`src/rtl/jd_pkg.sv`:
```
package jd_pkg;
  localparam int unsigned NUM_OUTS_DEF = 4;

  function automatic logic [NUM_OUTS_DEF-1:0] pick_mask(
    input logic                    lvl,
    input logic [NUM_OUTS_DEF-1:0] m_low,
    input logic [NUM_OUTS_DEF-1:0] m_high
  );
    return lvl ? m_high : m_low;
  endfunction
endpackage

```
`src/rtl/jd_slow_tick.sv`:
```
module jd_slow_tick #(
  parameter int unsigned TICK_BITS = 21
) (
  input  logic clk,
  input  logic rst,
  input  logic run,
  output logic tick,
  output logic [TICK_BITS-1:0] count
);
  localparam logic [TICK_BITS-1:0] LAST = {TICK_BITS{1'b1}};

  always_ff @(posedge clk) begin
    if (rst || !run) begin
      count <= '0;
    end else begin
      count <= count + 1'b1;
    end
  end

  assign tick = run && (count == LAST);
endmodule

```
`src/rtl/jd_sync.sv`:
```
module jd_sync #(
  parameter int unsigned STAGES = 2
) (
  input  logic clk,
  input  logic rst,
  input  logic din,
  output logic dout
);
  logic [STAGES-1:0] chain;

  always_ff @(posedge clk) begin
    if (rst) begin
      chain <= '0;
    end else begin
      chain <= {chain[STAGES-2:0], din};
    end
  end

  assign dout = chain[STAGES-1];
endmodule

```
`src/rtl/jd_debounce.sv`:
```
module jd_debounce #(
  parameter int unsigned HOLD_TICKS = 2
) (
  input  logic clk,
  input  logic rst,
  input  logic tick,
  input  logic sample,
  output logic level
);
  localparam int unsigned CW = (HOLD_TICKS > 1) ? $clog2(HOLD_TICKS) : 1;
  localparam logic [CW-1:0] LAST_HOLD = CW'(HOLD_TICKS - 1);

  logic [CW-1:0] seen;

  always_ff @(posedge clk) begin
    if (rst) begin
      level <= 1'b0;
      seen  <= '0;
    end else if (tick) begin
      if (sample != level) begin
        if (seen == LAST_HOLD) begin
          level <= sample;
          seen  <= '0;
        end else begin
          seen <= seen + 1'b1;
        end
      end else begin
        seen <= '0;
      end
    end
  end
endmodule

```
`src/rtl/jd_enable_gate.sv`:
```
module jd_enable_gate
  import jd_pkg::*;
#(
  parameter int unsigned NUM_OUTS = 4
) (
  input  logic                clk,
  input  logic                rst,
  input  logic                level,
  input  logic                gate_on,
  input  logic [NUM_OUTS-1:0] m_low,
  input  logic [NUM_OUTS-1:0] m_high,
  input  logic [NUM_OUTS-1:0] req,
  output logic [NUM_OUTS-1:0] en_q
);
  logic [NUM_OUTS-1:0] allow;

  for (genvar i = 0; i < NUM_OUTS; i++) begin : g_out
    always_comb begin
      if (!gate_on) begin
        allow[i] = 1'b1;
      end else begin
        allow[i] = level ? m_high[i] : m_low[i];
      end
    end

    always_ff @(posedge clk) begin
      if (rst) begin
        en_q[i] <= 1'b0;
      end else begin
        en_q[i] <= req[i] & allow[i];
      end
    end
  end
endmodule

```
`src/rtl/jack_out_switch.sv`:
```
module jack_out_switch #(
  parameter int unsigned NUM_OUTS    = 4,
  parameter int unsigned TICK_BITS   = 21,
  parameter int unsigned HOLD_TICKS  = 2,
  parameter int unsigned SYNC_STAGES = 2
) (
  input  logic                clk,
  input  logic                rst,
  input  logic                jack_raw,
  input  logic                slow_clk_en,
  input  logic                jd_enable,
  input  logic [NUM_OUTS-1:0] mask_when_low,
  input  logic [NUM_OUTS-1:0] mask_when_high,
  input  logic [NUM_OUTS-1:0] out_en_req,
  output logic [NUM_OUTS-1:0] out_en,
  output logic                jack_level
);
  logic                 slow_tick;
  logic [TICK_BITS-1:0] tick_cnt;
  logic                 pin_sync;

  jd_slow_tick #(.TICK_BITS(TICK_BITS)) u_tick (
    .clk  (clk),
    .rst  (rst),
    .run  (slow_clk_en),
    .tick (slow_tick),
    .count(tick_cnt)
  );

  jd_sync #(.STAGES(SYNC_STAGES)) u_sync (
    .clk (clk),
    .rst (rst),
    .din (jack_raw),
    .dout(pin_sync)
  );

  jd_debounce #(.HOLD_TICKS(HOLD_TICKS)) u_deb (
    .clk   (clk),
    .rst   (rst),
    .tick  (slow_tick),
    .sample(pin_sync),
    .level (jack_level)
  );

  jd_enable_gate #(.NUM_OUTS(NUM_OUTS)) u_gate (
    .clk    (clk),
    .rst    (rst),
    .level  (jack_level),
    .gate_on(jd_enable),
    .m_low  (mask_when_low),
    .m_high (mask_when_high),
    .req    (out_en_req),
    .en_q   (out_en)
  );
endmodule

```
`config.mk`:
```
export PLATFORM = sky130hd
export DESIGN_NAME = jack_out_switch
export DESIGN_NICKNAME = d
export VERILOG_FILES = /design/src/rtl/jd_pkg.sv /design/src/rtl/jd_slow_tick.sv /design/src/rtl/jd_sync.sv /design/src/rtl/jd_debounce.sv /design/src/rtl/jd_enable_gate.sv /design/src/rtl/jack_out_switch.sv
export SDC_FILE = /design/constraint.sdc
export NUM_CORES = 1
export LEC_CHECK = 0
export BUFFER_PORTS_ARGS = -buffer_cell sky130_fd_sc_hd__buf_4
export CAP_MARGIN = 20
export CORE_MARGIN = 1
export CORE_UTILIZATION = 58
export DETAILED_ROUTE_END_ITERATION = 7
export PLACE_DENSITY_LB_ADDON = 0.25
export SYNTH_ARGS = -nofsm -noshare
export SYNTH_HDL_FRONTEND = slang
export SYNTH_SLANG_ARGS = --single-unit
```
`constraint.sdc`:
```
create_clock -name clk -period 2.5 [get_ports clk]
set_input_delay 0.375 -clock clk [delete_from_list [all_inputs] [get_ports clk]]
set_output_delay 0.375 -clock clk [all_outputs]
set_load 0.01 [all_outputs]
```
; After elaboration in Yosys (flattened, before gate mapping)
; Index checks and enable logic that the tools add are counted.
[classes]
add_sub_neg = 2
n_eq_ne = 2
muxes = 10
bitwise = 4
reduce_logical = 4
[ops]
columns = operator, n
row1 = "adder 21 x 1 -> 21 bit, second input constant", 1
row2 = "equality test 21 bit, second input constant", 1
row3 = two-way mux 1 bit, 10
row4 = AND 1 bit, 4
row5 = AND reduction 3 bit, 1
row6 = "adder 1 bit, second input constant", 1
row7 = logical AND 1 bit, 1
row8 = logical NOT 1 bit, 1
row9 = logical OR 1 bit, 1
row10 = != test 1 bit, 1
[totals]
regBits = 29
input_bits = 17
output_inout_bits = 5

; Longest topological paths before layout
[depth]
ltp_word = 3
depth_mapped = 6

; Modules after synthesis
; A second synthesis with hierarchy kept.
[hier_totals]
cells_unflattened = 137
hier_area_um2 = 1268.7
[modules_own_cells]
columns = mod, instances, cells_each, area_each_um2, seq_area_each_um2
row1 = jd_slow_tick, 1, 107, 949.7, 420.4
row2 = jd_enable_gate, 1, 17, 176.4, 80.1
row3 = jd_debounce, 1, 9, 90.1, 40.0
row4 = jd_sync, 1, 4, 52.6, 40.0

; Least setup slack after synthesis
; No wires, ideal clock.
[synth_path]
path_type = register to register
start = reg u_tick.count[0]
end = reg u_tick.count[20]
setup_time_ns = 0.072
arrival_ns = 1.572
required_time_ns = 2.428
setup_slack_ns = 0.856
path_stages_with_launch = 7
n_path_buf = 1
path_cell_list = dfxtp_1 > ha_1 > and3_1 > clkbuf_1 > nand3_1 > or4_1 > a21oi_1
[synth_via]
elab_chain_len = 1
[synth_rtl]
columns = element, line_no
row1 = start: declaration, jd_slow_tick.sv:8  ; output logic [TICK_BITS-1:0] count
row2 = start signal: assignment, jd_slow_tick.sv:16  ; count <= count + 1'b1;
row3 = adder 21 x 1 -> 21 bit, jd_slow_tick.sv:16
; No other way between the ends.
; A chain may end at the register's enable or synchronous reset.

; Final worst setup path
[layout_path]
start = reg u_tick.count[0]
end = reg u_deb.level
[layout_via]
elab_chain_len = 3
[layout_rtl]
columns = element, line_no
row1 = equality test 21 bit, jd_slow_tick.sv:20  ; assign tick = run && (count == LAST);
row2 = logical AND 1 bit, jd_slow_tick.sv:20
row3 = AND reduction 3 bit (no source line), -
row4 = end signal: assignment, jd_debounce.sv:22  ; level <= sample;
row5 = end: declaration, jd_debounce.sv:8  ; output logic level
; No other way between the ends.

==> flow_metrics.py <==
metrics = {
    "sta": {
        "holdWs_ps": 237,
        "clock_skew_ps": 4.39,
        "rsz0062_at_grt": "no",
        "drv_slew": 0,
        "relSlewSlack_pct": 58.4,
        "max_freq_ghz": 0.573,
        "setup_viol": 0,
        "final.min_clock_period_ps": 1750,
        "tightest_slew_ps": 622,
        "finalHoldViolCount": 0,
        "finalSetupTns_ps": 0,
        "min_period_over_period_pct": 69.9,
    },
    "routing": {
        "drt_wl_total_um": 2330,
        "ant_nets": 0,
        "drt_iter0_drc": 27,
        "drc_errors": 0,
        "vias": 1027,
        "vias_per_cell": 5.49,
        "wl_per_cell_um": 12.5,
        "drt_pre_antenna_iters": 4,
    },
    "power": {
        "power.density_nw_per_um2": 530,
        "peakVddDrop_v": 0.000396,
        "power_frac_seq_pct": 60.6,
        "p_leak_nw": 0.559,
        "clkPwrFrac_pct": 33.6,
        "swShare_pct": 22.0,
        "p_int_w": 0.000606,
        "p_sw_w": 0.000170,
        "combPwrFrac_pct": 5.8,
    },
    "global_routing": {
        "antenna_found_initial": 0,
        "grt_busiest_layer": "met2",
        "grt_remaining_overflow": 0,
        "grt_first_pass_wirelength_um": 4160,
        "grt_max_degree": 20,
        "grtUsageTotal_pct": 23.3,
        "use_met1_pct": 27.5,
        "grt_util_met3_pct": 7.23,
        "grt_pass1_vias": 983,
        "use_met2_pct": 38.7,
    },
    "finish": {
        "n_antenna_cell": 0,
        "fillers": 141,
        "final_cell_mix": "29 x dfxtp_1, 21 x buf_4, 14 x nor2_1",
        "fin_nets": 177,
        "fin_area_um2": 1460,
        "multi_input_area_um2": 636,
        "drive_gt1_share_pct": 18.1,
        "area_delta_synth_final_pct": 17.0,
        "final_common_cell": "dfxtp_1",
        "regArea_um2": 581,
        "postLayoutCoreUtil_pct": 73.1,
    },
    "die": {
        "core_area_um2": 2000,
        "dieArea_um2": 2350,
        "fp.dieH_um": 48.4,
        "start_util_pct": 62.5,
        "die_w_um": 48.4,
        "rows": 16,
        "io_pins": 22,
    },
    "worst_hold_path": {
        "holdCritPathClass": "primary input to flip-flop",
        "hp-start": "rst",
    },
    "clock_tree": {
        "cts_setup_buffers": 0,
        "root_buffer": "clkbuf_4",
        "clk_pin_slew_worst_paths_ps": 80,
        "cts_tree": "done",
        "clockBufferDepth": 2,
        "cts_buffers": 5,
        "clock_sinks": 29,
        "insertion_delay_ps": 320,
        "htreeDepth": 2,
        "cts-hold-fix-buffers": 0,
        "ctsResizeCount": 0,
    },
    "job": {
        "drv_cap": 0,
    },
    "placed_design": {
        "placed_area_um2": 1420,
        "io_buffers": 21,
        "gp_congestion": 0.804,
        "dp_hpwl_um": 1760,
    },
    "synth": {
        "synthArstFlopShare_pct": 0,
        "netlist_area_um2": 1250,
        "synth_seq_cells": 29,
        "yosys-top-cells-area": "dfxtp_1 46%, xor2_1 6.3%, mux2i_1 4.8%",
        "yosysTopAreaCell": "dfxtp_1",
        "synth_cells": 136,
        "synth_nets": 154,
        "synth_top_area_share_pct": 46.4,
        "ys_seq_area_share_pct": 46.4,
        "synth_flop_cell": "dfxtp_1",
        "yosys_warnings": 0,
        "synth_edf_count": 0,
        "avgSynthCellArea_um2": 9.20,
        "ys_types": 31,
    },
    "setup_path": {
        "worst-setup-path-type": "flip-flop to flip-flop",
        "start_kind": "flip-flop",
        "crit_path_start": "u_tick.count[0]",
        "timing.rr.start": "u_tick.count[0]",
        "cp.required_ps": 2760,
        "worstPathArrival_ps": 2000,
        "end_kind": "flip-flop",
        "critical_path.max_fanout": 6,
    },
    "status": {
        "status": "completed",
    },
}
[area by class of cell]
type | instances | area share, %
inverters | 2 | 0.513
clock buffers | 8 | 3.33
repair buffers | 21 | 10.8
flip-flops and latches | 29 | 39.7
multi-input cells | 100 | 43.4
well taps | 27 | 2.31
[cells in the mapped netlist (2+ instances only)]
cell / number
a21oi_1: 5
or4_1: 3
nor2_1: 14
mux2i_1: 6
o31ai_1: 3
nand3_1: 11
and2_1: 2
dfxtp_1: 29
and3_1: 7
xnor2_1: 5
nand4_1: 4
nor2b_1: 3
clkbuf_1: 3
xor2_1: 9
nor4_1: 2
nand2_1: 13
o21ai_0: 2
or3_1: 2
[cell families after synthesis]
group	after synthesis	share of synthesized area, %
AND/OR/NAND/NOR	67	29.2
flip-flops	29	46.4
XOR/XNOR	14	9.80
AO/OA/AOI/OAI	12	6.00
buffers and inverters	7	2.80
multiplexers	6	4.80
adder cells (fa/ha/maj)	1	1.00
[flip-flops by register name (all words and copies together) (netlist names)]
register      flops
u_tick.count     21
u_sync.chain      2
u_deb.level       1
u_deb.seen        1
u_gate.en_q       4
[per-layer routing]
layer | part of all wire (%) | vias to the layer above
met5 | 0 | -
met4 | 2.2 | 0
met3 | 5.3 | 7
met2 | 49 | 24
met1 | 44 | 464
li1 | - | 532
[worst max-delay path, cell delays in order (launching register included)]
cell     delay [ps]
dfxtp_1         370
ha_1            210
and3_1          300
nand3_1         200
nor4_1          380
mux2i_1         220
[stage by stage]
| stage | total power, W | setup WS [ps] | cells |
|---|---|---|---|
| 2_1_floorplan | 0.000497 | 856 | 136 |
| 3_5_place_dp | 0.000527 | 778 | 179 |
| 6_report | 0.000776 | 753 | 187 |
| 5_1_grt | 0.000813 | 565 | 187 |
| 4_1_cts | 0.000784 | 750 | 187 |
| 3_3_place_gp | 0.000525 | 853 | 179 |
[worst paths after layout]
kind	slack, ps	end	depth (start not counted)
max	750	u_deb.level	5
max reg2reg	750	u_deb.level	5
min reg2reg	450	u_sync.chain[1]	1
min	240	u_sync.chain[1]	2
[power groups by stage]
stage / Clock [W] / Sequential, W / Combinational (W)
after floorplan: 0 / 0.000483 / 0.0000145
after global placement: 0 / 0.000481 / 0.0000441
after detailed placement: 0 / 0.000482 / 0.0000455
after CTS: 0.000268 / 0.000471 / 0.0000457
after global routing: 0.000292 / 0.000472 / 0.0000501
final: 0.000261 / 0.000471 / 0.0000450
(Power assumes the default switching activity.)
